### src/rtl/psr_pkg.sv
package psr_pkg;
    localparam int PSR_W  = 32;
    localparam int MODE_W = 5;
    localparam int IMM_W  = 8;
    localparam int ROT_W  = 4;
    localparam int BYTE_W = 8;
    localparam int NBYTES = PSR_W / BYTE_W;
    localparam int MODE_FORCE_BIT = 4;

    localparam logic [PSR_W-1:0] GRP_COND  = 32'hF000_0000;
    localparam logic [PSR_W-1:0] GRP_STATE = 32'h0000_0020;
    localparam logic [PSR_W-1:0] GRP_PRIV  = 32'h0000_00CF;
    localparam logic [PSR_W-1:0] GRP_ALL   = GRP_COND | GRP_STATE | GRP_PRIV;

    localparam logic [MODE_W-1:0] MODE_USER = 5'b10000;
    localparam logic [MODE_W-1:0] MODE_SVC  = 5'b10011;

    localparam logic [PSR_W-1:0] CUR_RESET   = 32'h0000_00D3;
    localparam logic [PSR_W-1:0] SAVED_RESET = 32'h0000_0010;

    typedef struct packed {
        logic [PSR_W-1:0]  cur;
        logic [PSR_W-1:0]  saved;
        logic              chg;
        logic [MODE_W-1:0] mode;
    } psr_state_t;
endpackage

### src/rtl/psr_operand_gen.sv
module psr_operand_gen #(
    parameter int DATA_W = 32,
    parameter int IMM_W  = 8,
    parameter int ROT_W  = 4
) (
    input  logic              use_imm,
    input  logic [DATA_W-1:0] reg_operand,
    input  logic [IMM_W-1:0]  imm_val,
    input  logic [ROT_W-1:0]  imm_rot,
    output logic [DATA_W-1:0] operand
);
    localparam int AMT_W = ROT_W + 1;

    logic [DATA_W-1:0]   imm_ext;
    logic [2*DATA_W-1:0] imm_dbl;
    logic [AMT_W-1:0]    amt;

    always_comb begin
        imm_ext = {{(DATA_W-IMM_W){1'b0}}, imm_val};
        amt     = {imm_rot, 1'b0};
        imm_dbl = {imm_ext, imm_ext} >> amt;
        operand = use_imm ? imm_dbl[DATA_W-1:0] : reg_operand;
    end
endmodule

### src/rtl/psr_field_mask.sv
module psr_field_mask
    import psr_pkg::*;
(
    input  logic              fld_ctrl,
    input  logic              fld_flags,
    input  logic [MODE_W-1:0] priv_mode,
    output logic [PSR_W-1:0]  cur_mask,
    output logic [PSR_W-1:0]  cur_force,
    output logic [PSR_W-1:0]  sav_mask,
    output logic [PSR_W-1:0]  sav_force
);
    logic [PSR_W-1:0] field_mask;
    logic             priv_ok;

    for (genvar b = 0; b < NBYTES; b++) begin : g_byte
        if (b == 0) begin : g_ctrl
            assign field_mask[b*BYTE_W +: BYTE_W] = {BYTE_W{fld_ctrl}};
        end else if (b == NBYTES-1) begin : g_flags
            assign field_mask[b*BYTE_W +: BYTE_W] = {BYTE_W{fld_flags}};
        end else begin : g_none
            assign field_mask[b*BYTE_W +: BYTE_W] = '0;
        end
    end

    always_comb begin
        priv_ok   = (priv_mode != MODE_USER);
        cur_mask  = field_mask & (GRP_COND | GRP_STATE | (priv_ok ? GRP_PRIV : '0));
        cur_force = (priv_ok && fld_ctrl) ? (PSR_W'(1) << MODE_FORCE_BIT) : '0;
        sav_mask  = field_mask & GRP_ALL;
        sav_force = PSR_W'(1) << MODE_FORCE_BIT;
    end
endmodule

### src/rtl/psr_merge.sv
module psr_merge #(
    parameter int DATA_W = 32
) (
    input  logic [DATA_W-1:0] old_val,
    input  logic [DATA_W-1:0] operand,
    input  logic [DATA_W-1:0] mask,
    input  logic [DATA_W-1:0] force_set,
    output logic [DATA_W-1:0] new_val
);
    always_comb begin
        new_val = (old_val & ~mask) | (operand & mask) | force_set;
    end
endmodule

### src/rtl/psr_update_unit.sv
module psr_update_unit
    import psr_pkg::*;
(
    input  logic              clk,
    input  logic              rst_n,
    input  logic              wr_en,
    input  logic              tgt_saved,
    input  logic              fld_ctrl,
    input  logic              fld_flags,
    input  logic              use_imm,
    input  logic [PSR_W-1:0]  reg_operand,
    input  logic [IMM_W-1:0]  imm_val,
    input  logic [ROT_W-1:0]  imm_rot,
    input  logic [MODE_W-1:0] priv_mode,
    output logic [PSR_W-1:0]  cur_psr,
    output logic [PSR_W-1:0]  saved_psr,
    output logic [PSR_W-1:0]  rd_data,
    output logic              mode_chg,
    output logic [MODE_W-1:0] new_mode
);
    psr_state_t st_d, st_q;

    logic [PSR_W-1:0] operand;
    logic [PSR_W-1:0] cur_mask, cur_force, sav_mask, sav_force;
    logic [PSR_W-1:0] cur_next, sav_next;

    psr_operand_gen #(.DATA_W(PSR_W), .IMM_W(IMM_W), .ROT_W(ROT_W)) u_opgen (
        .use_imm     (use_imm),
        .reg_operand (reg_operand),
        .imm_val     (imm_val),
        .imm_rot     (imm_rot),
        .operand     (operand)
    );

    psr_field_mask u_mask (
        .fld_ctrl  (fld_ctrl),
        .fld_flags (fld_flags),
        .priv_mode (priv_mode),
        .cur_mask  (cur_mask),
        .cur_force (cur_force),
        .sav_mask  (sav_mask),
        .sav_force (sav_force)
    );

    psr_merge #(.DATA_W(PSR_W)) u_merge_cur (
        .old_val   (st_q.cur),
        .operand   (operand),
        .mask      (cur_mask),
        .force_set (cur_force),
        .new_val   (cur_next)
    );

    psr_merge #(.DATA_W(PSR_W)) u_merge_sav (
        .old_val   (st_q.saved),
        .operand   (operand),
        .mask      (sav_mask),
        .force_set (sav_force),
        .new_val   (sav_next)
    );

    always_comb begin
        st_d     = st_q;
        st_d.chg = 1'b0;
        if (wr_en) begin
            if (tgt_saved) begin
                st_d.saved = sav_next;
            end else begin
                st_d.cur = cur_next;
                if (cur_next[MODE_W-1:0] != st_q.cur[MODE_W-1:0]) begin
                    st_d.chg  = 1'b1;
                    st_d.mode = cur_next[MODE_W-1:0];
                end
            end
        end
    end

    always_ff @(posedge clk or negedge rst_n) begin
        if (!rst_n) begin
            st_q.cur   <= CUR_RESET;
            st_q.saved <= SAVED_RESET;
            st_q.chg   <= 1'b0;
            st_q.mode  <= MODE_SVC;
        end else begin
            st_q <= st_d;
        end
    end

    assign cur_psr   = st_q.cur;
    assign saved_psr = st_q.saved;
    assign rd_data   = tgt_saved ? st_q.saved : st_q.cur;
    assign mode_chg  = st_q.chg;
    assign new_mode  = st_q.mode;
endmodule

### config.mk
export PLATFORM = sky130hd
export DESIGN_NAME = psr_update_unit
export DESIGN_NICKNAME = d
export VERILOG_FILES = /design/src/rtl/psr_pkg.sv /design/src/rtl/psr_operand_gen.sv /design/src/rtl/psr_field_mask.sv /design/src/rtl/psr_merge.sv /design/src/rtl/psr_update_unit.sv
export SDC_FILE = /design/constraint.sdc
export NUM_CORES = 1
export LEC_CHECK = 0
export ABC_AREA = 1
export BUFFER_PORTS_ARGS = -buffer_cell sky130_fd_sc_hd__buf_2
export CORE_ASPECT_RATIO = 0.5
export CORE_UTILIZATION = 34
export CTS_CLUSTER_DIAMETER = 100
export CTS_CLUSTER_SIZE = 25
export DETAILED_ROUTE_END_ITERATION = 16
export GPL_ROUTABILITY_DRIVEN = 0
export MAX_ROUTING_LAYER = met4
export PLACE_DENSITY_LB_ADDON = 0.15
export SYNTH_ARGS = -nofsm -noshare
export SYNTH_HDL_FRONTEND = slang
export SYNTH_SLANG_ARGS = --single-unit
### constraint.sdc
create_clock -name clk -period 1.1 [get_ports clk]
set_input_delay 0 -clock clk [delete_from_list [all_inputs] [get_ports clk]]
set_output_delay 0 -clock clk [all_outputs]
set_load 0.02 [all_outputs]
==> flow_summary.ini <==
[place]
place_area_um2 = 2865
placedCellCount = 525
io_buffers = 75
dpl.hpwl_um = 4796

[worst_setup_path]
timing.critical_path.from = cur_psr[1]$_DFFE_PN1P_
cp-start-kind = register
crit_slowest_cell = dfstp_2
regToRegSetupSlack_ps = -100
worst-path-stages = 3
cp.arrival_ps = 1200
path_buf_inv = 2
critPathKind = register to primary output
regToRegStartpoint = cur_psr[1]$_DFFE_PN1P_
worstPathCellList = inv_2, o21ai_0, buf_4
cpPeakStageDelay_ps = 550
cp_max_fo = 3
cp_top_family = flip-flops
r2r_cells = 8
cp-end-kind = primary output
cp_data_required_time_ps = 1100

[cts]
cts.sinks = 29
clkTransAtPathRegs_ps = 50
cts_buffers = 5
cts_tree = done
clockBufferDepth = 2
cts_root_buf = clkbuf_16
clk_latency_ps = 270
htreeDepth = 2

[global_route]
antenna_found_initial = 0
grtUsageTotal_pct = 16.93
grt_overflow = 0
grt_max_degree = 17
grt_first_pass_wirelength_um = 9294
grt_pass1_vias = 2001

[min_path]
min-delay-start = reg_operand[30]
hold_path_depth = 5
hold_path_class = primary input to register

[layout]
drive_above_1_share_pct = 39.41
design_area_um2 = 3131
n_antenna_cell = 0
final_cells = 536
area_growth_syn_to_layout_pct = 31.82
nets = 499

[detailed_routing]
totalWireLength_um = 5768
viasPerCell = 4.267
dr.pass1.iters = 4
routedWlPerCell_um = 10.76
initialDrtViolationCount = 93
drc = 0
antenna_left = 0
vias = 2287

[power]
max-vdd-ir-drop_mv = 0.6673
clockPowerShare_pct = 31.8
internal-power_mw = 2.816
combPwrFrac_pct = 36.7
swShare_pct = 36.81
p_switching_mw = 1.640
p_leak_nw = 1.754
p_total_mw = 4.457
seq_power_share_pct = 31.5
power_density_nw_per_um2 = 1424

[timing]
finClkSkew_ps = 3.694
fmax_ghz = 0.8308
fin_setup_tns_ps = -767.3
finalSetupViolations = 10
finalWorstSetupSlack_ps = -103.6
rsz0062_at_grt = yes
fin_crit_ps = 1204
hold_viol = 0
fin_crit_sh_pct = 109.4
holdWs_ps = 100.8
drv_slew = 0

[yosys]
synthFlopType = dfrtp_1
synth_edf_count = 0
yosys-top-cells-area = dfrtp_1 22%, buf_4 20%, nand2_1 16%
synth_area_um2 = 2375
async_flop_share_pct = 100.0
synth_top_area_cell = dfrtp_1
syn_inst = 330
yosysMostFrequentCell = nand2_1
netlist_top_cells_count = 101 x nand2_1, 62 x buf_4, 31 x inv_1
ys_types = 34
yosys_warnings = 0
avgSynthCellArea_um2 = 7.196
netlist.area_leader.share_pct = 22.13
ys_seq_area_share_pct = 30.98
yosys_register_bits = 29

[run]
drv_cap = 0

[floorplan]
die_w_um = 120.2
design.core.area_um2 = 6726
boundaryPins = 158
initial_core_util_pct = 35.31
fp.dieH_um = 61.10
rows = 21
dieArea_um2 = 7343

[outcome]
status = finished, violations left
violations = negative setup slack
## worst min-delay path, delay by kind of cell
| kind | cells | cell delay (ps) |
|---|---|---|
| compound gates | 1 | 100 |
| buf+inv | 1 | 80 |
| simple gates | 3 | 160 |
## area by class of cell
cell class,instances,area [µm²]
timing repair buffer,117,752.0
clock inverter,1,5.005
sequential,29,737.0
tap,92,115.1
fill,688,3596
multi-input combinational,255,1235
inverter,35,133.9
clock buffer,7,152.6
## cell usage in the layout (no fill, tap or decap), drive strengths merged
cell type | netlist | layout
o22ai | 2 | 2
nor3 | 2 | 2
dfrtp | 21 | 21
o221ai | 3 | 3
buf | 67 | 116
inv | 35 | 35
o21ai | 28 | 28
nand2 | 108 | 108
nand3 | 27 | 27
clkbuf | 3 | 7
dlygate4sd3 | 0 | 1
or2 | 2 | 2
a22o | 1 | 1
a32o | 1 | 1
nor2 | 9 | 9
nor4 | 1 | 1
dfstp | 8 | 8
a21oi | 5 | 5
conb | 2 | 61
a31oi | 1 | 1
clkinv | 0 | 1
o21a | 2 | 2
o211ai | 2 | 2
## logic make-up (layout without fill, tap and decap cells)
logic type	count (synthesis)	in the layout	share of synthesized area (%)
simple gates	149	149	29.66
other cells	2	61	0.3162
compound gates	45	45	11.22
buf+inv	105	160	27.82
flops	29	29	30.98
## layer usage
layer | wire (µm) | vias to the layer above | GRT usage, %
met3 | 370 | 5 | 2.870
met4 | 40 | 0 | 3.929
met2 | 2614 | 102 | 27.75
li1 | - | 1150 | -
met1 | 2741 | 1030 | 22.26
met5 | 0 | - | -
## per-stage QoR
stage	worst slack [ps]	utilization (%)
after floorplan	-120.6	-
after global placement	-149.4	42.60
after detailed placement	-180.8	42.60
after CTS	-109.2	45.76
after global routing	-170.0	46.54
final	-103.6	46.54
## what timing repair did
item                       CTS  global route
gates resized for setup     14            19
buffers inserted             1             1
setup endpoints to repair   14            15
pin swaps                    5             5
gates cloned                 0             0
hold endpoints to repair    25             0
hold buffers                 1             0
## final timing paths
path	endpoint
min in group asynchronous	async pin
hold / removal	register
setup reg to reg	new_mode[1]$_DFFE_PN1P_
max in group asynchronous	new_mode[1]$_DFFE_PN1P_
hold reg to reg	new_mode[1]$_DFFE_PN1P_
setup / recovery	rd_data[1]
## power by group through the flow
| stage | sequential (mW) | clock [mW] | combinational [mW] |
|---|---|---|---|
| after global placement | 1.40 | 0 | 1.53 |
| after floorplan | 1.61 | 0 | 0.928 |
| after global routing | 1.43 | 1.49 | 1.81 |
| final | 1.40 | 1.42 | 1.64 |
| after CTS | 1.40 | 1.44 | 1.60 |
| after detailed placement | 1.41 | 0 | 1.54 |
(Power assumes the default switching activity.)
